File: config.mk
export PLATFORM = sky130hd
export DESIGN_NAME = window_supervisor
export DESIGN_NICKNAME = d
export VERILOG_FILES = /design/src/rtl/ws_pkg.sv /design/src/rtl/ws_sync.sv /design/src/rtl/ws_deglitch.sv /design/src/rtl/ws_hold.sv /design/src/rtl/ws_watchdog.sv /design/src/rtl/window_supervisor.sv
export SDC_FILE = /design/constraint.sdc
export NUM_CORES = 1
export LEC_CHECK = 0
export BUFFER_PORTS_ARGS = -buffer_cell sky130_fd_sc_hd__buf_2
export CAP_MARGIN = 20
export CORE_UTILIZATION = 38
export DETAILED_ROUTE_END_ITERATION = 10
export SLEW_MARGIN = 10
export SYNTH_ARGS = -nofsm -noshare
export SYNTH_HDL_FRONTEND = slang
export SYNTH_SLANG_ARGS = --single-unit
File: constraint.sdc
create_clock -name clk_i -period 3.1 [get_ports clk_i]
set_input_delay 0.465 -clock clk_i [delete_from_list [all_inputs] [get_ports clk_i]]
set_output_delay 0.465 -clock clk_i [all_outputs]
set_load 0.01 [all_outputs]
File: src/rtl/ws_pkg.sv
package ws_pkg;
  localparam int unsigned DEF_FILT_W = 8;
  localparam int unsigned DEF_HOLD_W = 16;
  localparam int unsigned DEF_WD_W   = 16;
  localparam int unsigned DEF_MR_DB  = 4;
  localparam int unsigned DEF_SYNC   = 2;

  typedef struct packed {
    logic win_lost;
    logic wd_to;
    logic mr;
  } rst_cause_t;
endpackage

File: src/rtl/ws_sync.sv
module ws_sync #(
  parameter int unsigned STAGES = 2
) (
  input  logic clk_i,
  input  logic rst_ni,
  input  logic d_i,
  output logic q_o
);
  if (STAGES == 0) begin : g_bypass
    assign q_o = d_i;
  end else begin : g_chain
    logic [STAGES-1:0] ff_q;
    always_ff @(posedge clk_i or negedge rst_ni) begin
      if (!rst_ni) begin
        ff_q <= '0;
      end else begin
        ff_q[0] <= d_i;
        for (int i = 1; i < int'(STAGES); i++) ff_q[i] <= ff_q[i-1];
      end
    end
    assign q_o = ff_q[STAGES-1];
  end
endmodule

File: src/rtl/ws_deglitch.sv
module ws_deglitch #(
  parameter int unsigned W       = 8,
  parameter logic        RST_VAL = 1'b0
) (
  input  logic         clk_i,
  input  logic         rst_ni,
  input  logic         raw_i,
  input  logic [W-1:0] lim_rise_i,
  input  logic [W-1:0] lim_fall_i,
  output logic         filt_o
);
  logic [W-1:0] cnt_q;
  logic [W-1:0] lim;
  logic [W:0]   nxt;

  // limit for leaving the current filtered state
  assign lim = filt_o ? lim_fall_i : lim_rise_i;
  assign nxt = {1'b0, cnt_q} + 1'b1;

  always_ff @(posedge clk_i or negedge rst_ni) begin
    if (!rst_ni) begin
      cnt_q  <= '0;
      filt_o <= RST_VAL;
    end else if (raw_i == filt_o) begin
      cnt_q <= '0;
    end else if (nxt >= {1'b0, lim}) begin
      filt_o <= raw_i;
      cnt_q  <= '0;
    end else begin
      cnt_q <= nxt[W-1:0];
    end
  end

  p_commit_stable_r2: assert property (@(posedge clk_i) disable iff (!rst_ni)
    (filt_o != $past(filt_o)) |-> ($past(raw_i) == filt_o));
  p_agree_holds_r2: assert property (@(posedge clk_i) disable iff (!rst_ni)
    (raw_i == filt_o) |=> $stable(filt_o));
endmodule

File: src/rtl/ws_hold.sv
module ws_hold #(
  parameter int unsigned W = 16
) (
  input  logic         clk_i,
  input  logic         rst_ni,
  input  logic         cause_i,
  input  logic [W-1:0] hold_i,
  output logic         act_o
);
  logic [W-1:0] cnt_q;
  logic [W:0]   nxt;

  assign nxt = {1'b0, cnt_q} + 1'b1;

  always_ff @(posedge clk_i or negedge rst_ni) begin
    if (!rst_ni) begin
      act_o <= 1'b1;
      cnt_q <= '0;
    end else if (cause_i) begin
      act_o <= 1'b1;
      cnt_q <= '0;
    end else if (act_o) begin
      if (nxt >= {1'b0, hold_i}) begin
        act_o <= 1'b0;
        cnt_q <= '0;
      end else begin
        cnt_q <= nxt[W-1:0];
      end
    end
  end

  p_cause_sets_r4: assert property (@(posedge clk_i) disable iff (!rst_ni)
    cause_i |=> act_o);
  p_release_quiet_r4: assert property (@(posedge clk_i) disable iff (!rst_ni)
    $fell(act_o) |-> !$past(cause_i));
endmodule

File: src/rtl/ws_watchdog.sv
module ws_watchdog #(
  parameter int unsigned W = 16
) (
  input  logic         clk_i,
  input  logic         rst_ni,
  input  logic         hb_i,
  input  logic [W-1:0] lim_i,
  input  logic         rst_act_i,
  output logic         to_o
);
  logic         hb_q;
  logic         en;
  logic         hb_rise;
  logic [W-1:0] cnt_q;

  assign en      = |lim_i;
  assign hb_rise = hb_i & ~hb_q;

  always_ff @(posedge clk_i or negedge rst_ni) begin
    if (!rst_ni) begin
      hb_q  <= 1'b0;
      cnt_q <= '0;
    end else begin
      hb_q <= hb_i;
      if (rst_act_i || hb_rise || !en) cnt_q <= '0;
      else if (cnt_q < lim_i)          cnt_q <= cnt_q + 1'b1;
    end
  end

  assign to_o = en && (cnt_q >= lim_i);

  p_quiet_in_reset_r6: assert property (@(posedge clk_i) disable iff (!rst_ni)
    $past(rst_act_i) |-> !to_o);
  p_off_when_zero_r7: assert property (@(posedge clk_i) disable iff (!rst_ni)
    (lim_i == '0) |-> !to_o);
endmodule

File: src/rtl/window_supervisor.sv
module window_supervisor
  import ws_pkg::*;
#(
  parameter int unsigned FILT_W      = DEF_FILT_W,
  parameter int unsigned HOLD_W      = DEF_HOLD_W,
  parameter int unsigned WD_W        = DEF_WD_W,
  parameter int unsigned MR_DB       = DEF_MR_DB,
  parameter int unsigned SYNC_STAGES = DEF_SYNC
) (
  input  logic              clk_i,
  input  logic              rst_ni,
  input  logic              uv_i,
  input  logic              ov_i,
  input  logic              mr_i,
  input  logic              wdi_i,
  input  logic [FILT_W-1:0] cfg_rise_i,
  input  logic [FILT_W-1:0] cfg_fall_i,
  input  logic [HOLD_W-1:0] cfg_hold_i,
  input  logic [WD_W-1:0]   cfg_wd_i,
  input  logic              cfg_rst_hi_i,
  input  logic              cfg_pg_hi_i,
  output logic              win_ok_o,
  output logic              pg_o,
  output logic              rst_o
);
  localparam int unsigned MR_W = (MR_DB < 2) ? 1 : $clog2(MR_DB + 1);
  localparam logic [MR_W-1:0] MR_LIM = MR_W'(MR_DB);

  logic       raw_ok;
  logic       win_ok;
  logic       mr_s, wdi_s, mr_db;
  logic       wd_to;
  logic       rst_act, pg_act, pg_good;
  rst_cause_t cause;

  assign raw_ok = ~uv_i & ~ov_i;

  ws_deglitch #(.W(FILT_W), .RST_VAL(1'b0)) u_win_flt (
    .clk_i, .rst_ni, .raw_i(raw_ok),
    .lim_rise_i(cfg_rise_i), .lim_fall_i(cfg_fall_i), .filt_o(win_ok));

  ws_sync #(.STAGES(SYNC_STAGES)) u_mr_sync  (.clk_i, .rst_ni, .d_i(mr_i),  .q_o(mr_s));
  ws_sync #(.STAGES(SYNC_STAGES)) u_wdi_sync (.clk_i, .rst_ni, .d_i(wdi_i), .q_o(wdi_s));

  ws_deglitch #(.W(MR_W), .RST_VAL(1'b0)) u_mr_flt (
    .clk_i, .rst_ni, .raw_i(mr_s),
    .lim_rise_i(MR_LIM), .lim_fall_i(MR_LIM), .filt_o(mr_db));

  ws_watchdog #(.W(WD_W)) u_wd (
    .clk_i, .rst_ni, .hb_i(wdi_s), .lim_i(cfg_wd_i),
    .rst_act_i(rst_act), .to_o(wd_to));

  always_comb begin
    cause.win_lost = ~win_ok;
    cause.wd_to    = wd_to;
    cause.mr       = mr_db;
  end

  ws_hold #(.W(HOLD_W)) u_rst_hold (
    .clk_i, .rst_ni, .cause_i(|cause), .hold_i(cfg_hold_i), .act_o(rst_act));

  // power-good sees only the window
  ws_hold #(.W(HOLD_W)) u_pg_hold (
    .clk_i, .rst_ni, .cause_i(cause.win_lost), .hold_i(cfg_hold_i), .act_o(pg_act));

  assign pg_good  = ~pg_act;
  assign win_ok_o = win_ok;
  assign rst_o    = cfg_rst_hi_i ? rst_act : ~rst_act;
  assign pg_o     = cfg_pg_hi_i  ? pg_good : ~pg_good;

  p_win_from_raw_r1: assert property (@(posedge clk_i) disable iff (!rst_ni)
    (win_ok && !$past(win_ok)) |-> $past(raw_ok));
  p_pg_drop_r9: assert property (@(posedge clk_i) disable iff (!rst_ni)
    $fell(win_ok) |=> !pg_good);
  p_mr_resets_r8: assert property (@(posedge clk_i) disable iff (!rst_ni)
    mr_db |=> rst_act);
  p_pg_under_rst_r11: assert property (@(posedge clk_i) disable iff (!rst_ni)
    pg_good |-> (win_ok || $past(win_ok)));
endmodule

==> results of run 1 <==
-- timing repair --
item / 4_1_cts / 5_1_grt
pin swaps: 0 / 23
buffers inserted: 3 / 10
hold endpoints to repair: 0 / 0
cloned: 1 / 1
setup endpoints to repair: 18 / 32
resized for setup: 9 / 26
-- how the worst max path moves through the flow --
| stage | start | cells past startpoint | slack (ns) | to |
|---|---|---|---|---|
| after global placement | u_pg_hold.cnt_q[2] | 14 | -0.01 | u_pg_hold.cnt_q[5] |
| after floorplan | u_pg_hold.cnt_q[2] | 13 | 0.005 | u_pg_hold.cnt_q[5] |
| after global routing | u_pg_hold.cnt_q[4] | 15 | -0.18 | u_pg_hold.cnt_q[11] |
| after detailed placement | u_rst_hold.cnt_q[1] | 12 | -0.16 | u_rst_hold.cnt_q[13] |
| final | u_pg_hold.cnt_q[2] | 14 | -0.03 | u_pg_hold.cnt_q[13] |
| after CTS | u_pg_hold.cnt_q[4] | 15 | 0.005 | u_pg_hold.cnt_q[15] |
-- synthesized netlist by cell type, drive strengths merged (11+ instances only) --
| master | count |
|---|---|
| nand4 | 22 |
| nor2 | 38 |
| xnor2 | 27 |
| clkbuf | 11 |
| inv | 34 |
| a21o | 13 |
| xor2 | 13 |
| nor4 | 17 |
| nand2 | 48 |
| dfrtp | 66 |
| ha | 61 |
| a21oi | 37 |
| nand3 | 30 |
-- final cells by class --
cell class | count | area share
Clock buffer | 9 | 0.0348
Sequential cell | 68 | 0.264
Clock inverter | 7 | 0.0141
Timing Repair Buffer | 114 | 0.110
Tap cell | 172 | 0.0332
Inverter | 35 | 0.0203
Multi-Input combinational cell | 447 | 0.524
-- metrics by stage --
stage               utilization  TNS, ns  worst slack [ns]  instance area, sq um  hold WS [ns]
finish                    0.505   -0.128           -0.0283                  6470         0.114
CTS                       0.488        0           0.00483                  6260         0.127
global route              0.505    -1.65            -0.182                  6470         0.142
global placement          0.459  -0.0337           -0.0115                  5890         0.333
floorplan                     -        0           0.00537                  5150         0.169
detailed placement        0.459    -1.78            -0.161                  5890         0.337
-- registers in the layout (all words and copies together) (netlist names) --
signal	flops
u_win_flt.filt_o	1
u_pg_hold.act_o	1
u_win_flt.cnt_q	8
u_wd.cnt_q	16
u_mr_sync.g_chain.ff_q	2
u_mr_flt.filt_o	1
u_mr_flt.cnt_q	3
u_wd.hb_q	1
u_pg_hold.cnt_q	16
u_rst_hold.act_o	1
u_rst_hold.cnt_q	16
u_wdi_sync.g_chain.ff_q	2
-- per-layer routing --
| layer | vias up | part of all wire |
|---|---|---|
| li1 | 2298 | - |
| met1 | 2252 | 0.46 |
| met2 | 74 | 0.49 |
| met3 | 12 | 0.036 |
| met4 | 0 | 0.012 |
| met5 | - | 0 |
-- cell families after synthesis --
family                   Yosys count
other                              1
multiplexers                      11
flip-flops                        68
XOR/XNOR                          40
AO/OA/AOI/OAI                    112
adder cells (fa/ha/maj)           61
AND/OR/NAND/NOR                  221
buffers and inverters             54
-- power by group through the flow --
stage	clock network, uW	registers (uW)	logic (uW)
floorplan	0	957	228
global placement	0	960	389
detailed placement	0	961	403
CTS	1120	946	433
global route	1160	949	525
finish	1100	944	473
==> metrics.txt, run 1 <==
Reg power frac=0.375; Post-Layout Cell Count=between 800 and 900; number of global-route vias before repair=approximately 4,500; most frequent cells in the layout=dfrtp_1 (64), buf_2 (58), ha_1 (56); worst-path maximum fanout=6; CTS root buffer=clkbuf_16; mux share of post-synthesis cell area=0.0225; global placement routability congestion=0.836; leak pwr=between 0.003 and 0.004 uW; Worst slew margin=0.552; Psw=687 uW; IO buf count=between 50 and 60; CTS Buffer Depth=2; Arr. time, crit path=3.40 ns; Post-Synth Adder-Cell Area=0.151; Power Internal=1830 uW; Synth Cell Area=just over 5000 sq um; final wirelength=around 13,000 microns; R2R Setup Slk=-0.03 ns; final worst-path cycle share=1.01; cell family with most CP delay=simple AND/OR/NAND/NOR gates; die area=~14,000 sq um; Critical Path Source Type=register; Gate Count Post-Synth=about 570; core footprint=roughly 13,000 sq um; share of cells above drive strength 1=0.266; status=complete, but fails checks; FILL cells=between 1,000 and 1,500; Clock Latency Late Sink=approximately 0.33 ns; CTS sink count=between 60 and 70; Pre-antenna DRT Iters=6; #FFs+latches synth=just under 70; busiest grt layer=met2; met2 Usage GRT=0.323; initial antenna violation count=0; total CTS buffers=9; via count=~4,600; Final min period=3.13 ns; post-DP HPWL=9680 microns; DR WL/cell=15.2 microns; crit-path max cell delay=between 0.3 and 0.4 ns; pwr dens=389 nW/um^2; Die W=around 120 microns; number of remaining DRC errors=0; # diodes=0; # rows=41; storage element area=1710 sq um; H-tree depth=3; CP endpoint kind=register; Synth Area in Simple Gates=0.228; GRT Total Usage=0.188; post-synth top area share=0.326; Worst R2R Start=u_pg_hold.cnt_q[2]; largest net degree at the start of global routing=28; area taken by multi-input logic gates=between 3000 and 4000 sq um; combinational family with the most area after synthesis=simple AND/OR/NAND/NOR gates; Fmax=320 MHz; # hold bufs at CTS=0; CTS clk-pin slew, worst paths=around 0.06 ns; worst path cell trace=and3_4, and4_4, nand4_1, or2_4, xnor2_2, ha_1, nand3_1, nand4_1, a211oi_4, a21oi_2, buf_4, buf_4, nor2_4, a31o_4; sw frac=0.273; min setup slack post-route=-0.0283 ns; total power=about 2500 uW; Post-synth EDFFs=0; CTS tree=yes; actual slew at the worst max-slew pin=0.666 ns; crit path kind=reg2reg; RSZ-0062 raised after global routing=true; initial core utilization=0.395; Yosys cell types=between 50 and 60; sequential-to-total area share from yosys stat=0.336; clk_skew=roughly 0.0063 ns; post-route ant nets=0; DR iter-0 viols=around 210; Worst Reg-to-Reg Cells=14; max-slew violations=0; global route overflow=0; Post-layout nets=slightly below 800; Worst Hold Class=in2async; Clock Power Share=0.437; violated checks=negative setup slack; Final Hold Vio Count=0; max-cap violations=0; grt met1 use=0.244; GR Util met3=0.0344; fraction of registers with async set/reset=1.00; CP max-delay cell=dfrtp_1; Compound-Gate Fraction of Synth Area=0.149; vias per inst=roughly 5.4; Cells after DPL=approximately 820; ranking of synthesized cells by area=dfrtp_1 (33%), ha_1 (15%), xnor2_1 (4.7%), a21oi_1 (3.7%), nand2_1 (3.6%); Comb pwr share=0.188; die height=118 microns; Peak VDD IR=about 270 uV; cell taking the most area after synthesis=dfrtp_1; CP Buf/Inv Count=2; Post-Synth XOR/XNOR Area=0.0691; syn nets=685; Syn. warnings=0; first-pass GRT wire length=21,200 microns; capturing point of the worst reg2reg path=u_pg_hold.cnt_q[13]; commonest non-fill, non-tap cell in the layout=dfrtp_1; area delta synth->final=27.7%; Most used DFF post-synth=dfrtp_1; IO Count=~60; final setup vio count=6; Synth Area per Inst=8.93 sq um; CP Data Required Time=approximately 3.4 ns
Note: power is estimated with default switching activity, not from simulation.
==> inputs of run 2 (changes only) <==
RECOVER_POWER = 50   (was not set)
clock period = 3.2 ns   (was 3.1 ns; I/O delays follow)
==> run 2 against run 1 <==
  * The run now ends clean
  * Sequential cell count stayed put
  * Register-to-register slack better by 0.14 ns
  * Clock-buffer cell count is 1 higher
==> metrics.txt, run 2 (synthesized netlist as in run 1, its figures left out) <==
status=complete, no violations; Worst Hold Class=in2reg; Power Internal=between 1500 and 2000 uW; Reg power frac=0.392; Min Hold Slack=about 0.24 ns; actual slew at the worst max-slew pin=roughly 1.4 ns; die height=118 microns; most frequent cells in the layout=dfrtp_1 (65), ha_1 (58), buf_2 (58); Worst slew margin=0.0986; Pre-antenna DRT Iters=4; vias per inst=~5.5; Crit. Startpoint=u_rst_hold.cnt_q[1]; post-DP HPWL=9800 microns; CP endpoint kind=register; CTS clk-pin slew, worst paths=roughly 0.050 ns; CTS tree=yes; largest registers=u_pg_hold.cnt_q: 16 flops, u_rst_hold.cnt_q: 16 flops, u_wd.cnt_q: 16 flops; H-tree depth=3; # diodes=0; final setup vio count=0; total CTS buffers=9; final worst-path cycle share=0.966; global placement routability congestion=roughly 0.86; Die W=118 microns; via count=about 4,600; die area=roughly 14,000 sq um; Final Hold Vio Count=0; sw frac=0.276; hold depth=1; Peak VDD IR=~190 uV; Arr. time, crit path=3.32 ns; Worst R2R Start=u_rst_hold.cnt_q[1]; initial antenna violation count=0; initial core utilization=0.395; area delta synth->final=24.5%; CP Data Required Time=roughly 3.4 ns; CTS Buffer Depth=2; clk_skew=roughly 0.0043 ns; largest net degree at the start of global routing=25; leak pwr=0.00306 uW; max-cap violations=0; pwr dens=around 370 nW/um^2; Critical Path Source Type=register; IO buf count=58; Setup TNS=0 ns; Post-layout nets=784; Fmax=~320 MHz; core footprint=12,800 sq um; Comb pwr share=0.180; total power=~2300 uW; worst-path maximum fanout=8; Final min period=roughly 3.1 ns; DR WL/cell=~15 microns; share of cells above drive strength 1=0.247; max-slew violations=0; # rows=between 40 and 50; global route overflow=0; CTS sink count=between 60 and 70; hold path startpoint=mr_i; Clock Latency Late Sink=approximately 0.34 ns; Worst Reg-to-Reg Cells=12; Clock Power Share=0.427; commonest non-fill, non-tap cell in the layout=dfrtp_1; DR iter-0 viols=roughly 190; post-route ant nets=0; IO Count=59; final wirelength=between 10,000 and 15,000 microns; GRT Total Usage=0.191; first-pass GRT wire length=approximately 21,000 microns; Psw=~650 uW; CTS root buffer=clkbuf_16; crit path kind=reg2reg; number of remaining DRC errors=0; number of global-route vias before repair=4,538
[run 2: repair_timing]
item                                    CTS  global route
buffers inserted                          0             9
gates resized for setup                   4            29
pin swaps                                 0            12
hold buffers                              0             0
endpoints found under the setup margin   15            33
cloned                                    0             2
[run 2: final cells by class]
cell class	instances	area (sq um)
fill	1241	6510
multi-input combinational	447	3320
sequential	68	1710
timing repair buffer	106	639
clock buffer	10	239
tap	172	215
inverter	35	131
clock inverter	6	63.8
[run 2: worst paths after layout]
kind	end	slack, ns
worst max-delay path	u_rst_hold.cnt_q[1]	0.11
worst min-delay path	u_mr_sync.g_chain.ff_q[0]	0.24
worst max register to register	u_rst_hold.cnt_q[1]	0.11
worst min register to register	u_wdi_sync.g_chain.ff_q[1]	0.34
max in group asynchronous	u_pg_hold.cnt_q[12]	0.92
min in group asynchronous	u_win_flt.cnt_q[6]	0.43
[run 2: worst max-delay path: stages, from the launching register on]
cell and delay [ns]:
dfrtp_1 0.43, ha_4 0.17, nand3_2 0.11, or2_4 0.29, and2_1 0.17, or2_2 0.31, ha_1 0.32, nand4_1 0.14
o41ai_2 0.39, a211oi_2 0.16, and2_4 0.20, a32oi_2 0.22, nor2_1 0.06
[run 2: layer usage]
layer,track usage,share of wire,vias up
met5,0,0,-
met4,0.0657,0.018,0
met3,0.0417,0.045,17
met2,0.324,0.48,96
met1,0.239,0.46,2206
li1,-,-,2286
[run 2: power groups by stage]
| stage | registers (uW) | clock network, uW | logic [uW] |
|---|---|---|---|
| after detailed placement | 931 | 0 | 401 |
| after global placement | 930 | 0 | 387 |
| final | 919 | 1000 | 422 |
| after floorplan | 927 | 0 | 218 |
| after CTS | 916 | 1030 | 404 |
| after global routing | 922 | 1070 | 464 |
[run 2: per-stage QoR]
| stage | utilization | std cells | worst slack (ns) | cell area, sq um |
|---|---|---|---|---|
| final | 0.492 | 844 | 0.110 | 6310 |
| after global routing | 0.492 | 844 | -0.0184 | 6310 |
| after CTS | 0.476 | 833 | 0.0000455 | 6110 |
| after detailed placement | 0.451 | 817 | -0.155 | 5790 |
| after global placement | 0.451 | 817 | 0.0440 | 5790 |
| after floorplan | - | 568 | 0.00119 | 5090 |
==> inputs of run 3 (changes only) <==
CORE_UTILIZATION = 45   (was 38)
==> run 3 against run 2 <==
  * The flow now finishes with violations (max-capacitance violations, max-slew violations)
  * Critical path depth is 1 higher
  * Critical endpoint is now u_pg_hold.cnt_q[13]
  * Sequential power up 0.4%
  * Worst hold slack worse by 0.022 ns
  * Core utilization rose by 7.7 points
  * Sequential share of layout area up 0.54 points
  * Total power fell by 9.0%
  * Sequential cell count is the same
==> metrics.txt, run 3 (synthesized netlist as in run 1, its figures left out) <==
status=complete, but fails checks; violated checks=max-capacitance violations, max-slew violations; actual slew at the worst max-slew pin=1.70 ns; CP max-delay cell=dfrtp_1; Final Hold Vio Count=0; Critical Path Source Type=register; most frequent cells in the layout=dfrtp_1 (64), ha_1 (59), buf_2 (58); Final min period=about 3.1 ns; number of remaining DRC errors=0; largest registers=u_pg_hold.cnt_q: 16 flops, u_rst_hold.cnt_q: 16 flops, u_wd.cnt_q: 16 flops; CTS sink count=between 60 and 70; Setup TNS=0 ns; Worst slew margin=-0.136; leak pwr=approximately 0.0030 uW; placed cell area=about 5800 sq um; crit-path max cell delay=between 0.3 and 0.4 ns; H-tree depth=3; # hold bufs at CTS=0; pwr dens=344 nW/um^2; final wirelength=12,700 microns; Fmax=319 MHz; area delta synth->final=22.2%; CTS tree=yes; Post-layout nets=between 700 and 800; IO buf count=58; CP Data Required Time=~3.5 ns; DR iter-0 viols=237; initial core utilization=0.466; CTS Buffer Depth=2; CP endpoint kind=register; worst-path maximum fanout=4; number of global-route vias before repair=4,406; core footprint=roughly 11,000 sq um; post-route ant nets=0; Pre-antenna DRT Iters=4; IO Count=59; vias per inst=roughly 5.7; Min Hold Slack=approximately 0.22 ns; via count=between 4,000 and 5,000; first-pass GRT wire length=around 20,000 microns; total CTS buffers=9; DR WL/cell=about 16 microns; Die W=around 110 microns; die height=around 110 microns; share of cells above drive strength 1=0.252; final core utilization=0.569; total power=2130 uW; final setup vio count=0; commonest non-fill, non-tap cell in the layout=dfrtp_1; post-DP HPWL=9360 microns; crit path kind=reg2reg; Worst Hold Class=in2reg; Peak VDD IR=around 220 uV; initial antenna violation count=0; largest net degree at the start of global routing=between 60 and 70; RSZ-0062 raised after global routing=true; Arr. time, crit path=3.40 ns; global route overflow=0; clk_skew=between 0.007 and 0.008 ns; Clock Latency Late Sink=around 0.37 ns; CTS clk-pin slew, worst paths=around 0.070 ns; GRT Total Usage=0.225; final worst-path cycle share=0.980; CTS root buffer=clkbuf_8; max-slew violations=just under 70; max-cap violations=1; CP dominant cell by count=nand4_1; worst path cell trace=and3_4, and4_4, nand4_1, or2_4, xnor2_2, ha_1, nand4_1, nor4_4, a211oi_2, a21oi_2, nor2_1, buf_4, a31o_2; # rows=38; die area=around 12,000 sq um; # diodes=0; global placement routability congestion=about 0.86; final instance area=roughly 6200 sq um
[run 3: per-layer routing]
metal,vias up,part of all wire,GRT usage
li1,2281,-,-
met5,-,0,0
met3,19,0.035,0.0332
met2,86,0.49,0.371
met4,0,0.020,0.0978
met1,2219,0.46,0.292
[run 3: final timing paths]
check	startpoint	end	slack (ns)	cells past startpoint
worst max-delay path	u_pg_hold.cnt_q[2]	u_pg_hold.cnt_q[13]	0.06	13
max in group asynchronous	rst_ni	u_pg_hold.cnt_q[0]	1.41	2
min in group asynchronous	rst_ni	u_win_flt.cnt_q[7]	0.63	2
worst min register to register	u_mr_sync.g_chain.ff_q[0]	u_mr_sync.g_chain.ff_q[1]	0.35	0
worst min-delay path	wdi_i	u_wdi_sync.g_chain.ff_q[0]	0.22	1
worst max register to register	u_pg_hold.cnt_q[2]	u_pg_hold.cnt_q[13]	0.06	13
[run 3: cell type report]
cell class                 instances  area, sq um
timing repair buffer             105          652
sequential                        68         1710
tap                              140          175
clock inverter                     5         75.1
inverter                          35          131
multi-input combinational        447         3310
clock buffer                      11          141
fill                             990         4690
[run 3: critical path: cells and delay by family (launching register included)]
family,cells,cell delay [ns]
flops,1,0.35
xor+xnor,1,0.14
buf+inv,1,0.18
compound gates,3,0.57
simple gates,7,1.46
fa+ha+maj,1,0.34
[run 3: per-stage QoR]
stage | setup slack (ns) | std cells
after global placement | -0.00993 | 786
after floorplan | 0.00119 | 568
after CTS | 0.0264 | 802
after detailed placement | -0.0949 | 786
final | 0.0639 | 811
after global routing | -0.0635 | 811
[run 3: what timing repair did]
action / 4_1_cts / 5_1_grt
pin swaps: 0 / 13
cloned: 0 / 4
endpoints found under the hold margin: 0 / 0
resized for setup: 3 / 37
endpoints found under the setup margin: 16 / 34
setup buffers: 0 / 5
[run 3: power breakdown]
group / leakage [uW] / total, uW / switching [uW] / internal (uW)
sequential: 0.000921 / 923 / 37.2 / 886
combinational: 0.00200 / 406 / 225 / 181
clock: 0.000113 / 801 / 345 / 456
